## src/rtl/prw_pkg.sv

```systemverilog
package prw_pkg;

   // Which outer region an offset falls into
   typedef enum logic [1:0] {
      HIT_NONE = 2'd0,
      HIT_PAGE = 2'd1,
      HIT_WIN  = 2'd2
   } prw_hit_e;

   // Window read progress
   typedef enum logic [1:0] {
      RD_IDLE = 2'd0,
      RD_WAIT = 2'd1,
      RD_HOLD = 2'd2
   } prw_rd_e;

endpackage

```

## src/rtl/prw_decode.sv

```systemverilog
module prw_decode
   import prw_pkg::*;
#(
   parameter int unsigned OUT_AW   = 12,
   parameter int unsigned PAGE_OFS = 'h41C,
   parameter int unsigned WIN_BASE = 'h800,
   parameter int unsigned WIN_BITS = 9
) (
   input  logic [OUT_AW-1:0] addr,
   output prw_hit_e          hit
);
   localparam int unsigned     TAG_W  = OUT_AW - WIN_BITS;
   localparam logic [OUT_AW-1:0] PAGE_A = OUT_AW'(PAGE_OFS);
   localparam logic [OUT_AW-1:0] WIN_A  = OUT_AW'(WIN_BASE);
   localparam logic [TAG_W-1:0]  WIN_TAG = WIN_A[OUT_AW-1:WIN_BITS];

   logic [TAG_W-1:0] tag;
   assign tag = addr[OUT_AW-1:WIN_BITS];

   // Page register is checked first; elaboration keeps it out of the window
   always_comb begin
      if (addr == PAGE_A) begin
         hit = HIT_PAGE;
      end else if (tag == WIN_TAG) begin
         hit = HIT_WIN;
      end else begin
         hit = HIT_NONE;
      end
   end

endmodule

```

## src/rtl/prw_page_reg.sv

```systemverilog
module prw_page_reg #(
   parameter int unsigned PAGE_W = 23
) (
   input  logic              clk,
   input  logic              rst_n,
   input  logic              wr_en,
   input  logic [PAGE_W-1:0] wr_page,
   output logic [PAGE_W-1:0] page
);
   logic [PAGE_W-1:0] page_q;

   always_ff @(posedge clk or negedge rst_n) begin
      if (!rst_n) begin
         page_q <= '0;
      end else if (wr_en) begin
         page_q <= wr_page;
      end
   end

   assign page = page_q;

endmodule

```

## src/rtl/prw_read_track.sv

```systemverilog
module prw_read_track
   import prw_pkg::*;
#(
   parameter int unsigned DATA_W   = 32,
   parameter bit          READ_REG = 1'b0
) (
   input  logic              clk,
   input  logic              rst_n,
   input  logic              start,
   input  logic              rvalid,
   input  logic [DATA_W-1:0] rdata_in,
   output logic              idle,
   output logic              done,
   output logic [DATA_W-1:0] rdata
);
   prw_rd_e state_q;
   prw_rd_e state_d;

   generate
      if (READ_REG) begin : g_reg
         // Returned data is captured and presented one cycle later
         logic [DATA_W-1:0] hold_q;

         always_ff @(posedge clk or negedge rst_n) begin
            if (!rst_n) begin
               hold_q <= '0;
            end else if (state_q == RD_WAIT && rvalid) begin
               hold_q <= rdata_in;
            end
         end

         always_comb begin
            state_d = state_q;
            case (state_q)
               RD_IDLE: if (start)  state_d = RD_WAIT;
               RD_WAIT: if (rvalid) state_d = RD_HOLD;
               default:             state_d = RD_IDLE;
            endcase
         end

         assign done  = (state_q == RD_HOLD);
         assign rdata = hold_q;
      end else begin : g_pass
         // Returned data goes straight to the outer side
         always_comb begin
            state_d = state_q;
            case (state_q)
               RD_IDLE: if (start)  state_d = RD_WAIT;
               RD_WAIT: if (rvalid) state_d = RD_IDLE;
               default:             state_d = RD_IDLE;
            endcase
         end

         assign done  = (state_q == RD_WAIT) && rvalid;
         assign rdata = rdata_in;
      end
   endgenerate

   always_ff @(posedge clk or negedge rst_n) begin
      if (!rst_n) begin
         state_q <= RD_IDLE;
      end else begin
         state_q <= state_d;
      end
   end

   assign idle = (state_q == RD_IDLE);

endmodule

```

## src/rtl/paged_reg_window.sv

```systemverilog
module paged_reg_window
   import prw_pkg::*;
#(
   parameter int unsigned OUT_AW   = 12,
   parameter int unsigned ADDR_W   = 32,
   parameter int unsigned DATA_W   = 32,
   parameter int unsigned WIN_BITS = 9,
   parameter int unsigned PAGE_OFS = 'h41C,
   parameter int unsigned WIN_BASE = 'h800,
   parameter bit          READ_REG = 1'b0
) (
   input  logic              clk,
   input  logic              rst_n,
   input  logic              cfg_req,
   input  logic              cfg_we,
   input  logic [OUT_AW-1:0] cfg_addr,
   input  logic [DATA_W-1:0] cfg_wdata,
   output logic              cfg_ready,
   output logic [DATA_W-1:0] cfg_rdata,
   output logic              int_req,
   output logic              int_we,
   output logic [ADDR_W-1:0] int_addr,
   output logic [DATA_W-1:0] int_wdata,
   input  logic              int_rvalid,
   input  logic [DATA_W-1:0] int_rdata
);
   localparam int unsigned PAGE_W   = ADDR_W - WIN_BITS;
   localparam int unsigned WIN_SPAN = 1 << WIN_BITS;

   // Elaboration-time parameter checks
   generate
      if (WIN_BITS >= OUT_AW) begin : g_chk_win
         $error("window must be smaller than the outer space");
      end
      if (PAGE_W > DATA_W) begin : g_chk_rb
         $error("page must fit in one data word for readback");
      end
      if (PAGE_W < 12) begin : g_chk_reach
         $error("page field too narrow for the internal space");
      end
      if ((WIN_BASE % WIN_SPAN) != 0) begin : g_chk_align
         $error("window base must be aligned to its size");
      end
      if (PAGE_OFS >= WIN_BASE && PAGE_OFS < WIN_BASE + WIN_SPAN) begin : g_chk_ovl
         $error("page register must lie outside the window");
      end
   endgenerate

   prw_hit_e          hit;
   logic [PAGE_W-1:0] page_q;
   logic              page_wr;
   logic              win_acc;
   logic              trk_idle;
   logic              trk_done;
   logic [DATA_W-1:0] trk_rdata;

   prw_decode #(
      .OUT_AW  (OUT_AW),
      .PAGE_OFS(PAGE_OFS),
      .WIN_BASE(WIN_BASE),
      .WIN_BITS(WIN_BITS)
   ) u_decode (
      .addr(cfg_addr),
      .hit (hit)
   );

   assign page_wr = cfg_req && cfg_we && (hit == HIT_PAGE);

   prw_page_reg #(
      .PAGE_W(PAGE_W)
   ) u_page (
      .clk    (clk),
      .rst_n  (rst_n),
      .wr_en  (page_wr),
      .wr_page(cfg_wdata[PAGE_W-1:0]),
      .page   (page_q)
   );

   // Only an idle tracker may launch an internal access
   assign win_acc = cfg_req && (hit == HIT_WIN) && trk_idle;

   prw_read_track #(
      .DATA_W  (DATA_W),
      .READ_REG(READ_REG)
   ) u_track (
      .clk     (clk),
      .rst_n   (rst_n),
      .start   (win_acc && !cfg_we),
      .rvalid  (int_rvalid),
      .rdata_in(int_rdata),
      .idle    (trk_idle),
      .done    (trk_done),
      .rdata   (trk_rdata)
   );

   assign int_req   = win_acc;
   assign int_we    = cfg_we;
   assign int_addr  = {page_q, cfg_addr[WIN_BITS-1:0]};
   assign int_wdata = cfg_wdata;

   always_comb begin
      cfg_ready = 1'b0;
      cfg_rdata = '0;
      if (cfg_req) begin
         case (hit)
            HIT_PAGE: begin
               cfg_ready = 1'b1;
               if (!cfg_we) cfg_rdata = DATA_W'(page_q);
            end
            HIT_WIN: begin
               if (cfg_we) begin
                  cfg_ready = trk_idle;
               end else begin
                  cfg_ready = trk_done;
                  if (trk_done) cfg_rdata = trk_rdata;
               end
            end
            default: cfg_ready = 1'b1;
         endcase
      end
   end

endmodule

```

## config.mk

```make
export PLATFORM = sky130hd
export DESIGN_NAME = paged_reg_window
export DESIGN_NICKNAME = d
export VERILOG_FILES = /design/src/rtl/prw_pkg.sv /design/src/rtl/prw_decode.sv /design/src/rtl/prw_page_reg.sv /design/src/rtl/prw_read_track.sv /design/src/rtl/paged_reg_window.sv
export SDC_FILE = /design/constraint.sdc
export NUM_CORES = 1
export LEC_CHECK = 0
export ABC_AREA = 1
export BUFFER_PORTS_ARGS = -buffer_cell sky130_fd_sc_hd__clkbuf_2
export CAP_MARGIN = 40
export CORE_ASPECT_RATIO = 1.4
export CORE_UTILIZATION = 44
export DETAILED_ROUTE_END_ITERATION = 8
export GPL_TIMING_DRIVEN = 0
export PLACE_DENSITY = 0.88
export SLEW_MARGIN = 20
export SYNTH_ARGS = -nofsm -noshare
export SYNTH_HDL_FRONTEND = slang
export SYNTH_HIERARCHICAL = 1
export SYNTH_SLANG_ARGS = --single-unit
export TNS_END_PERCENT = 5
```

## constraint.sdc

```tcl
create_clock -name clk -period 3.26 [get_ports clk]
set_input_delay 0.652 -clock clk [delete_from_list [all_inputs] [get_ports clk]]
set_output_delay 0.652 -clock clk [all_outputs]
set_load 0.03 [all_outputs]
```

# ---- Yosys cells after proc, flatten, opt, wreduce, memory -nomap -nowiden
# Cells that the tools add are included.
dict set report word_totals {
  regBits 25
  out_inout_bits 99
  wordCells 31
}
dict set report op_classes {
  eq_ne 7
  muxes 13
  n_reduce_logical 9
}
# cell count
set op_table {}
lappend op_table {{$mux 32} 3}
lappend op_table {{$pmux 32 s2} 1}
lappend op_table {{$mux 23} 1}
lappend op_table {{$eq 12x11->1 const B} 1}
lappend op_table {{$mux 2} 4}
lappend op_table {{$logic_and 1x1->1} 6}
lappend op_table {{$eq 2x1->1 const B} 2}
lappend op_table {{$pmux 2 s2} 1}
lappend op_table {{$eq 3x3->1 const B} 1}
lappend op_table {{$mux 1} 3}
lappend op_table {{$eq 2x2->1 const B} 1}
lappend op_table {{$logic_not 2->1} 1}
lappend op_table {{$ne 2x1->1 const B} 1}
lappend op_table {{$ne 2x2->1 const B} 1}
lappend op_table {{$reduce_and 2->1} 1}
lappend op_table {{$logic_not 1->1} 1}

# ---- Logic depth before layout (Yosys ltp)
dict set report depth {
  word_depth 9
  mapped_depth 13
  depth_no_buf 11
}

# ---- Modules after synthesis
# Netlist, hierarchy kept.
# mod instances cells_each area_per_inst_um2 seq_area_each_um2
set modules_own_cells {}
lappend modules_own_cells {paged_reg_window 1 208 1089.8 0.0}
lappend modules_own_cells {prw_page_reg 1 97 875.8 575.6}
lappend modules_own_cells {prw_read_track 1 38 286.5 25.0}
lappend modules_own_cells {prw_decode 1 18 73.8 0.0}

# ---- Least setup slack after synthesis
# No wires, ideal clock.
dict set report synth_path {
  kind {input to output}
  startpoint {input cfg_addr[6]}
  endpoint {output cfg_rdata[10]}
  arrival_time_ns 2.107
  required_ns 2.608
  setup_slack_ns 0.501
  path_stages 11
  path_buffers 1
  cell_sequence {inv_1 -> nand2_1 -> nor2_1 -> nand2_1 -> nor2_2 -> inv_1 -> ha_1 -> nor2_2 -> inv_2 -> buf_6 -> a21oi_1}
}
dict set report synth_between {
  elab_chain_cells 5
}
# element line_no
set synth_lines {}
lappend synth_lines {{from (decl)} paged_reg_window.sv:16} ;# input logic [OUT_AW-1:0] cfg_addr,
lappend synth_lines {{$eq 12x11->1 *} prw_decode.sv:22} ;# if (addr == PAGE_A) begin
lappend synth_lines {{$mux 2 *} prw_decode.sv:22}
lappend synth_lines {{named net hit[0]} paged_reg_window.sv:49} ;# prw_hit_e hit;
lappend synth_lines {{$eq 2x2->1 / $eq 2x1->1 (equally long branches)} paged_reg_window.sv:105} ;# case (hit)
lappend synth_lines {{$pmux 32 s2 *} paged_reg_window.sv:105}
lappend synth_lines {{$mux 32 *} paged_reg_window.sv:104} ;# if (cfg_req) begin
lappend synth_lines {{to (decl)} paged_reg_window.sv:19} ;# output logic [DATA_W-1:0] cfg_rdata,
# Mark *: on every way through the listed nets, which the timed path passes. The rest lies on a longest branch.

# ---- Worst setup path after layout
dict set report layout_path {
  startpoint {input cfg_addr[9]}
  endpoint {output cfg_rdata[14]}
}
# Same word-level chain as after synthesis.

==> results.sh <==
export IMPL_maxClockFrequency_mhz=349
export IMPL_antenna_cells=0
export IMPL_clockBufferDepth=2
export IMPL_num_vias=2555
export IMPL_synth_edf_count=0
export IMPL_post_synth_top_count_cell="nand2_1"
export IMPL_htree_levels=1
export IMPL_worstSetupEndpointType="primary output"
export IMPL_nets=587
export IMPL_p_leak_nw=1.99
export IMPL_viasPerCell=4.51
export IMPL_peakVddDrop_mv=0.295
export IMPL_syn_area_per_cell_sq_um=6.44
export IMPL_rows=30
export IMPL_pre_cts_ws_ns=0.387
export IMPL_die_area_sq_um=5590
export IMPL_die_h_microns=88.0
export IMPL_run_status="complete, no violations"
export IMPL_yosys_top_cells_count="135 x nand2_1, 82 x buf_4, 36 x inv_1"
export IMPL_drc=0
export IMPL_drtPass1Iterations=4
export IMPL_multi_input_area_sq_um=875
export IMPL_powerDensity_nw_per_um2=242
export IMPL_ys_seq_elements=24
export IMPL_yosysTopAreaCellShare_pct=26.5
export IMPL_hold_path_class="input pin to asynchronous set/reset pin"
export IMPL_fillers=449
export IMPL_grt_max_degree=25
export IMPL_required_ns=2.61
export IMPL_crit_reg2reg_launch="u_track/state_q[0]"
export IMPL_area_growth_pct=35.5
export IMPL_grt_pass1_vias=2229
export IMPL_netlist_top_cell_by_area="buf_4"
export IMPL_final_min_clock_period_ns=2.87
export IMPL_place_gp_congestion=0.823
export IMPL_syn_nets=444
export IMPL_cts_sinks=24
export IMPL_clkTransAtPathRegs_ns=0.08
export IMPL_maxCapViolCount=0
export IMPL_ios=180
export IMPL_arrival_ns=2.22
export IMPL_syn_area_sq_um=2330
export IMPL_ctsResizeCount=0
export IMPL_grt_pass1_wl_mm=9.97
export IMPL_root_buffer="clkbuf_8"
export IMPL_die_x_microns=63.5
export IMPL_drive_gt1_share_pct=48.3
export IMPL_synth_cell_types=16
export IMPL_finalWorstSetupSlack_ns=0.391
export IMPL_worstMarginPinSlew_ns=0.591
export IMPL_final_max_slew_viol_count=0
export IMPL_seqCellArea_sq_um=601
export IMPL_antenna_found_initial=0
export IMPL_synthFlopType="dfrtp_1"
export IMPL_cts_tree="yes"
export IMPL_yosys_top_cells_area="buf_4 26%, dfrtp_1 26%, nand2_1 22%, inv_1 5.8%, nand3_1 5.2%"
export IMPL_hold_viol_final=0
export IMPL_yosysWarnings=6
export IMPL_crit_path_start="cfg_addr[9]"
export IMPL_rsz0062_at_grt="no"
export IMPL_cp_start_kind="input pin"
export IMPL_fin_skew_ns=0
export IMPL_cp_max_fo=10
export IMPL_setup_viol=0
export IMPL_grt_overflow_total=0
export IMPL_fin_crit_sh_pct=88.0
export IMPL_synthArstFlopShare_pct=100
export IMPL_start_util_pct=46.9
export IMPL_slew_headroom_pct=60.6
export IMPL_post_cts_buffers=0
export IMPL_routed_wl_mm=6.47
export IMPL_path_class="input pin to primary output"
export IMPL_numCtsBuffers=3
export IMPL_wire_per_inst_microns=11.4
export IMPL_io_buffers=138
export IMPL_clock_latency_ns=0.26
export IMPL_core_area_sq_um=4950
export IMPL_synthCells=361
export IMPL_hold_buffers=0
export IMPL_dp_hpwl_mm=5.38
export IMPL_synth_seq_area_share_pct=25.8
export IMPL_grt_util_all_layers_pct=22.2
export IMPL_postLayoutCellArea_sq_um=3150
export IMPL_drt_iter0_drc=72
export IMPL_tns_ns=0
export IMPL_place_area_sq_um=3100
export IMPL_detail_route_antenna_nets=0
logic make-up (layout without fill, tap and decap cells):
group | Yosys count | after routing | share of synthesized area [%]
DFF | 24 | 24 | 25.8
and+or+nand+nor | 180 | 180 | 31.6
buffers and inverters | 132 | 274 | 36.6
adders and majority gates | 2 | 2 | 1.08
AOI/OAI and AO/OA | 23 | 23 | 4.95
where the power goes:
part	internal, mW	leakage, nW	switching [mW]
Sequential	0.302	0.335	0.00415
Clock	0.108	0.0288	0.0873
Combinational	0.115	1.63	0.147
Total	0.524	1.99	0.238
per-stage QoR:
step                power, mW  hold slack [ns]  util, %  std cells
floorplan               0.498            0.356        -        361
global placement        0.570            0.486     62.5        563
detailed placement      0.575            0.499     62.5        563
CTS                     0.769            0.390     63.6        567
global route            0.809            0.409     63.6        567
finish                  0.762            0.376     63.6        567
final cells by class:
type,count,share of cell area (%)
Tap cell,64,2.54
Sequential cell,24,19.1
Clock buffer,4,1.75
Timing Repair Buffer,138,21.9
Multi-Input combinational cell,205,27.7
Inverter,42,5.00
Buffer,90,22.0
registers in the layout (all words and copies together), names as in the netlist:
signal,cells
u_page/page,23
u_track/state_q,1
layout by cell type, fill, tap and decap left out:
cell type and n:
nand2_1 135, nor3b_2 1, nor2_2 3, ha_1 2, a21oi_1 23, buf_4 82, nand4_1 1, inv_2 6
nor2_4 1, dfrtp_1 24, buf_6 6, nor2_1 13, nand3_1 24, clkbuf_2 138, nor3_1 2, inv_1 36
clkbuf_8 4, buf_2 2
metal layers:
layer / vias to the layer above / share of wire, % / GRT usage, %
met2: 124 / 55 / 41.2
li1: 1299 / - / -
met3: 18 / 6.4 / 2.73
met5: - / 0 / 0
met1: 1114 / 36 / 25.3
met4: 0 / 2.6 / 9.92
final timing paths:
kind / cells after the start / slack, ns / end
worst max-delay path: 13 / 0.39 / cfg_rdata[14]
worst max register to register: 5 / 2.28 / u_track/state_q[0]
worst min register to register: 2 / 0.52 / u_page/page[12]
min in group clk: 2 / 0.52 / u_page/page[12]
worst min-delay path: 1 / 0.38 / u_page/page[16]
max in group asynchronous: 1 / 2.49 / u_page/page[3]
critical path: stages:
cell and delay, ns:
clkbuf_2 0.09, inv_1 0.06, nand2_1 0.05, nor2_1 0.08
nand2_1 0.06, nor2_2 0.10, inv_1 0.05, ha_1 0.31
nor2_2 0.14, inv_2 0.08, buf_6 0.14, a21oi_1 0.16
clkbuf_2 0.24
Note: power is estimated with default switching activity, not from simulation.
